`config.mk`:
```
export PLATFORM = sky130hd
export DESIGN_NAME = fdc_irq_tracker
export DESIGN_NICKNAME = d
export VERILOG_FILES = /design/src/rtl/fdc_irq_pkg.sv /design/src/rtl/fdc_evt_pend.sv /design/src/rtl/fdc_pick_lowest.sv /design/src/rtl/fdc_st0_port.sv /design/src/rtl/fdc_irq_tracker.sv
export SDC_FILE = /design/constraint.sdc
export NUM_CORES = 1
export LEC_CHECK = 0
export ABC_CLOCK_PERIOD_IN_PS = 1500
export BUFFER_PORTS_ARGS = -buffer_cell sky130_fd_sc_hd__buf_2
export CAP_MARGIN = 15
export CORE_ASPECT_RATIO = 0.75
export CORE_MARGIN = 5
export CORE_UTILIZATION = 37
export CTS_CLUSTER_SIZE = 12
export DETAILED_ROUTE_END_ITERATION = 7
export PLACE_DENSITY = 0.6
export SLEW_MARGIN = 20
export SYNTH_ARGS = -nofsm -noshare
export SYNTH_HDL_FRONTEND = slang
export SYNTH_HIERARCHICAL = 1
export SYNTH_SLANG_ARGS = --single-unit
```
`constraint.sdc`:
```
create_clock -name clk -period 1.5 [get_ports clk]
set_input_delay 0.075 -clock clk [delete_from_list [all_inputs] [get_ports clk]]
set_output_delay 0.075 -clock clk [all_outputs]
set_load 0.02 [all_outputs]
```
`src/rtl/fdc_irq_pkg.sv`:
```
package fdc_irq_pkg;

  typedef enum logic [2:0] {
    CK_SENSE = 3'd0,
    CK_SEEK  = 3'd1,
    CK_DATA  = 3'd2,
    CK_MISC  = 3'd3,
    CK_UNDEF = 3'd7
  } cmd_kind_e;

  localparam logic [7:0] ST0_INVALID = 8'h80;

  // Interrupt code carried in status-0 bits 7:5
  localparam logic [2:0] IC_SEEK_OK  = 3'b001;
  localparam logic [2:0] IC_SEEK_BAD = 3'b011;
  localparam logic [2:0] IC_READY    = 3'b110;

  function automatic logic [7:0] st0_pack(input logic [2:0] code, input logic [1:0] drv);
    return {code, 3'b000, drv};
  endfunction

endpackage

```
`src/rtl/fdc_evt_pend.sv`:
```
// Per-drive pending-event flags with an optional payload bit field.
// A set in the same cycle as a clear of the same drive wins.
module fdc_evt_pend #(
  parameter int NDRV = 4,
  parameter int PW   = 1
) (
  input  logic            clk,
  input  logic            rst_n,
  input  logic [NDRV-1:0] set_vec,
  input  logic [PW-1:0]   set_data,
  input  logic [NDRV-1:0] clr_vec,
  output logic [NDRV-1:0] pend,
  output logic [PW-1:0]   data [NDRV]
);

  for (genvar d = 0; d < NDRV; d++) begin : g_drv
    always_ff @(posedge clk) begin
      if (!rst_n) begin
        pend[d] <= 1'b0;
        data[d] <= '0;
      end else if (set_vec[d]) begin
        pend[d] <= 1'b1;
        data[d] <= set_data;
      end else if (clr_vec[d]) begin
        pend[d] <= 1'b0;
      end
    end
  end

endmodule

```
`src/rtl/fdc_pick_lowest.sv`:
```
// Finds the lowest-numbered set bit of a request vector.
module fdc_pick_lowest #(
  parameter int N  = 4,
  parameter int IW = (N > 1) ? $clog2(N) : 1
) (
  input  logic [N-1:0]  req,
  output logic          any,
  output logic [IW-1:0] idx,
  output logic [N-1:0]  onehot
);

  always_comb begin
    idx    = '0;
    onehot = '0;
    for (int i = N - 1; i >= 0; i--) begin
      if (req[i]) begin
        idx    = IW'(i);
        onehot = '0;
        onehot[i] = 1'b1;
      end
    end
    any = |req;
  end

endmodule

```
`src/rtl/fdc_st0_port.sv`:
```
// One-entry output register for the status-0 byte, valid/ready.
module fdc_st0_port (
  input  logic       clk,
  input  logic       rst_n,
  input  logic       load,
  input  logic [7:0] load_byte,
  input  logic       out_ready,
  output logic       out_valid,
  output logic [7:0] out_byte
);

  always_ff @(posedge clk) begin
    if (!rst_n) begin
      out_valid <= 1'b0;
      out_byte  <= '0;
    end else if (load) begin
      out_valid <= 1'b1;
      out_byte  <= load_byte;
    end else if (out_valid && out_ready) begin
      out_valid <= 1'b0;
    end
  end

endmodule

```
`src/rtl/fdc_irq_tracker.sv`:
```
module fdc_irq_tracker
  import fdc_irq_pkg::*;
#(
  parameter int NDRV = 4,
  parameter int DW   = (NDRV > 1) ? $clog2(NDRV) : 1
) (
  input  logic            clk,
  input  logic            rst_n,
  input  logic            result_enter_stb,
  input  logic            result_rd_stb,
  input  logic            ndma_req,
  input  logic [NDRV-1:0] rdy_chg_stb,
  input  logic            seek_done_stb,
  input  logic [DW-1:0]   seek_drv,
  input  logic            seek_abn,
  input  logic            exec_busy,
  input  logic            cmd_valid,
  output logic            cmd_ready,
  input  logic [2:0]      cmd_kind,
  output logic            st0_valid,
  input  logic            st0_ready,
  output logic [7:0]      st0_byte,
  output logic            irq,
  output logic            dio,
  output logic            rqm
);

  logic            accept, is_sense, sense_ok, invalid, load;
  logic [7:0]      load_byte;
  logic [NDRV-1:0] seek_set, seek_clr, seek_pend, seek_oh;
  logic [NDRV-1:0] rdy_clr, rdy_pend, rdy_oh;
  logic [0:0]      seek_data [NDRV];
  logic [0:0]      rdy_data  [NDRV];
  logic            seek_any, rdy_any;
  logic [DW-1:0]   seek_idx, rdy_idx;
  logic            res_irq;

  assign accept   = cmd_valid && cmd_ready;
  assign is_sense = (cmd_kind == CK_SENSE);
  assign sense_ok = accept && is_sense;
  assign invalid  = accept && ((cmd_kind == CK_UNDEF) || (!is_sense && seek_any));
  assign load     = sense_ok || invalid;

  always_comb begin
    seek_set = '0;
    if (seek_done_stb) seek_set[seek_drv] = 1'b1;
  end

  assign seek_clr = (sense_ok && seek_any) ? seek_oh : '0;
  assign rdy_clr  = (sense_ok && !seek_any && rdy_any) ? rdy_oh : '0;

  fdc_evt_pend #(.NDRV(NDRV), .PW(1)) u_seek_bank (
    .clk(clk), .rst_n(rst_n), .set_vec(seek_set), .set_data(seek_abn),
    .clr_vec(seek_clr), .pend(seek_pend), .data(seek_data)
  );

  fdc_evt_pend #(.NDRV(NDRV), .PW(1)) u_rdy_bank (
    .clk(clk), .rst_n(rst_n), .set_vec(rdy_chg_stb), .set_data(1'b1),
    .clr_vec(rdy_clr), .pend(rdy_pend), .data(rdy_data)
  );

  fdc_pick_lowest #(.N(NDRV), .IW(DW)) u_seek_pick (
    .req(seek_pend), .any(seek_any), .idx(seek_idx), .onehot(seek_oh)
  );

  fdc_pick_lowest #(.N(NDRV), .IW(DW)) u_rdy_pick (
    .req(rdy_pend), .any(rdy_any), .idx(rdy_idx), .onehot(rdy_oh)
  );

  always_comb begin
    load_byte = ST0_INVALID;
    if (!invalid && seek_any)
      load_byte = st0_pack(seek_data[seek_idx][0] ? IC_SEEK_BAD : IC_SEEK_OK, 2'(seek_idx));
    else if (!invalid && rdy_any)
      load_byte = st0_pack(IC_READY, 2'(rdy_idx));
  end

  fdc_st0_port u_port (
    .clk(clk), .rst_n(rst_n), .load(load), .load_byte(load_byte),
    .out_ready(st0_ready), .out_valid(st0_valid), .out_byte(st0_byte)
  );

  always_ff @(posedge clk) begin
    if (!rst_n)                        res_irq <= 1'b0;
    else if (result_enter_stb)         res_irq <= 1'b1;
    else if (result_rd_stb || sense_ok) res_irq <= 1'b0;
  end

  assign irq       = res_irq || ndma_req || seek_any || rdy_any;
  assign cmd_ready = !st0_valid && !exec_busy;
  assign dio       = st0_valid;
  assign rqm       = st0_valid || !exec_busy;

endmodule

```
==> reports/metrics.sh <==
GRT_FIRST_PASS_WIRELENGTH_UM=4491
STATUS='complete, but fails checks'
WORSTHOLDPATHCELLS=2
LAYOUT_COMMON_CELLS='30 x buf_2, 22 x nor2b_1, 15 x dfxtp_1, 13 x buf_4, 11 x mux2i_1'
MAXSLEWVIOLCOUNT=0
MAXCLOCKFREQUENCY_MHz=623.3
TIMING_WORST_SETUP_PATH_TYPE='register to register'
TIMING.HOLD.WORST.CLASS='primary input to register'
CPLARGESTDELAYFAMILY='multiplexers'
PATH_CLK_SLEW_NS=0.08
POST_DRT_WL_PER_CELL_UM=13.10
DETAIL_ROUTE.DRC_VIOLATIONS=0
GRT_MAX_DEGREE=23
TOTALNEGATIVESETUPSLACK_NS=-0.4230
VIAS=1018
TRACK_USAGE_PCT=12.24
P_PER_AREA_nW_PER_UM2=915.9
DRIVE_ABOVE_1_SHARE_PCT=43.82
NUM_ANTENNA_CELLS=0
BOUNDARYPINS=32
HPWL_UM=2048
CRIT_CHAIN='nand2b_4 -> a21oi_4 -> mux4_2 -> o2bb2ai_2 -> mux2i_1 -> nor2b_1'
TRITONCTS='yes'
WORSTPATHARRIVAL_NS=1.76
FINALWORSTPATHREQUIREDPERIOD_NS=1.604
SYNTHCELLS=132
CRITICAL_PATH.ENDPOINT_TYPE='register'
FIN_WS_NS=-0.1044
DR.PASS1.ITERS=3
CLOCK_LATENCY_NS=0.26
REMAINING_GLOBAL_ROUTE_OVERFLOW=0
FINISH.NET_COUNT=198
VIAS_PER_CELL=4.670
SINKS_ON_CLOCK_NET=22
AREAGROWTHSYNTHTOFINISH_PCT=38.13
MAX_CAP_VIOLATIONS=0
DP.CELLS=207
DIEAREA_SQ_UM=4517
IO_BUFFER_COUNT=31
WORST_EP_REQUIRED_TIME_NS=1.66
DR.FIRST_ITER.DRC_COUNT=55
FINAL_CELLS=218
FIN_TOTAL_PWR_mW=1.528
NUMBER_OF_GLOBAL_ROUTE_VIAS_BEFORE_REPAIR=997
FP.DIEH_UM=59.47
INITIAL_CORE_UTIL_PCT=37.49
HOLD_VIO_CNT_FINAL=0
CTSHTREEMAXLEVEL=1
ANTENNA_FOUND_INITIAL=0
FINAL_MIN_PERIOD_OVER_CLOCK_PERIOD_PCT=107.0
SYNTH.CELL_AREA_SQ_UM=1207
SETUP_VIOL=13
TIMING.CRITICAL_PATH.DEPTH=6
CRITICAL_PATH.N_BUFFERS_INVERTERS=0
CRIT_PATH_MAX_FANOUT=4
WORST_PATH_LARGEST_CELL_DELAY_NS=0.53
DRT.ANTENNA.VIOLATING_NETS=0
FINALWIRELENGTH_UM=2856
LEADING_CELL_TYPE_IN_THE_LAYOUT_FILL_AND_TAPS_EXCLUDED='buf_2'
GRT_SETUP_UNREPAIRED='true'
CTS_BUFFERS=3
POWER.STATIC_LEAKAGE_nW=0.7341
VIOLATIONS='negative setup slack'
SYNTH_WARNINGS=6
WORST_PATH_MAX_DELAY_CELL='mux4_2'
CTS_HOLD_BUF=0
CLOCK_SKEWS_NS=0.005878
CLOCK_TREE.BUFFER_DEPTH=2
SYN-MEAN-INSTANCE-AREA_SQ_UM=9.147
CRITICAL_PATH.STARTPOINT_TYPE='register'
REG2REG_DEPTH=6
CLOCK_TREE.ROOT_CELL='clkbuf_8'
IR_WORST_VDD_mV=0.5517
PRECTSSETUPSLACK_NS=-0.07882
DIEWIDTH_UM=75.96
FP.COREAREA_SQ_UM=3221
GP_CONGESTION=0.7497
PLACEMENTROWS=18
[through the flow]
stage          area [sq um]  hold slack [ns]  utilization (%)
5_1_grt                1668          0.02512            51.79
6_report               1668          0.01788            51.79
4_1_cts                1604          0.01618            49.81
3_3_place_gp           1473           0.2832            45.73
2_1_floorplan          1247           0.1925                -
3_5_place_dp           1473           0.2958            45.73
[area by class of cell]
cell class                 count  area, sq um
fill                         300         1553
multi-input combinational     98        753.2
sequential                    22        459.2
timing repair buffer          46        304.0
tap                           40        50.05
clock buffer                   3        41.29
clock inverter                 1        30.03
inverter                       8        30.03
[registers in the layout, indices dropped and copies added, names as in the netlist]
| signal | flops |
|---|---|
| res_irq | 1 |
| u_rdy_bank/pend | 4 |
| u_port/out_byte | 8 |
| u_seek_bank/data | 4 |
| u_seek_bank/pend | 4 |
| u_port/out_valid | 1 |
[where the power goes]
part           internal (mW)  switching (mW)  leakage, nW  total [mW]
combinational          0.172           0.166        0.514       0.338
sequential             0.612          0.0266        0.184       0.639
clock                  0.356           0.194       0.0357       0.550
total                   1.14           0.387        0.734        1.53
[layer usage]
| layer | track usage (%) | vias to the layer above | share of wire (%) |
|---|---|---|---|
| li1 | - | 534 | - |
| met1 | 15.38 | 462 | 47 |
| met2 | 21.34 | 20 | 47 |
| met3 | 3.799 | 2 | 5.4 |
| met4 | 1.523 | 0 | 0.67 |
| met5 | 0 | - | 0 |
[final timing paths]
kind	end	slack, ns	startpoint
worst min-delay path	u_rdy_bank/pend[2]	0.02	rdy_chg_stb[2]
worst max-delay path	u_port/out_byte[6]	-0.10	u_seek_bank/pend[2]
worst min register to register	u_port/out_byte[3]	0.52	u_port/out_byte[3]
worst max register to register	u_port/out_byte[6]	-0.10	u_seek_bank/pend[2]
[what timing repair did]
action,in CTS,in global routing
cloned,0,1
buffers inserted,4,3
pin swaps,1,7
resized for setup,12,10
setup endpoints to repair,13,17
Note: power is estimated with default switching activity, not from simulation.
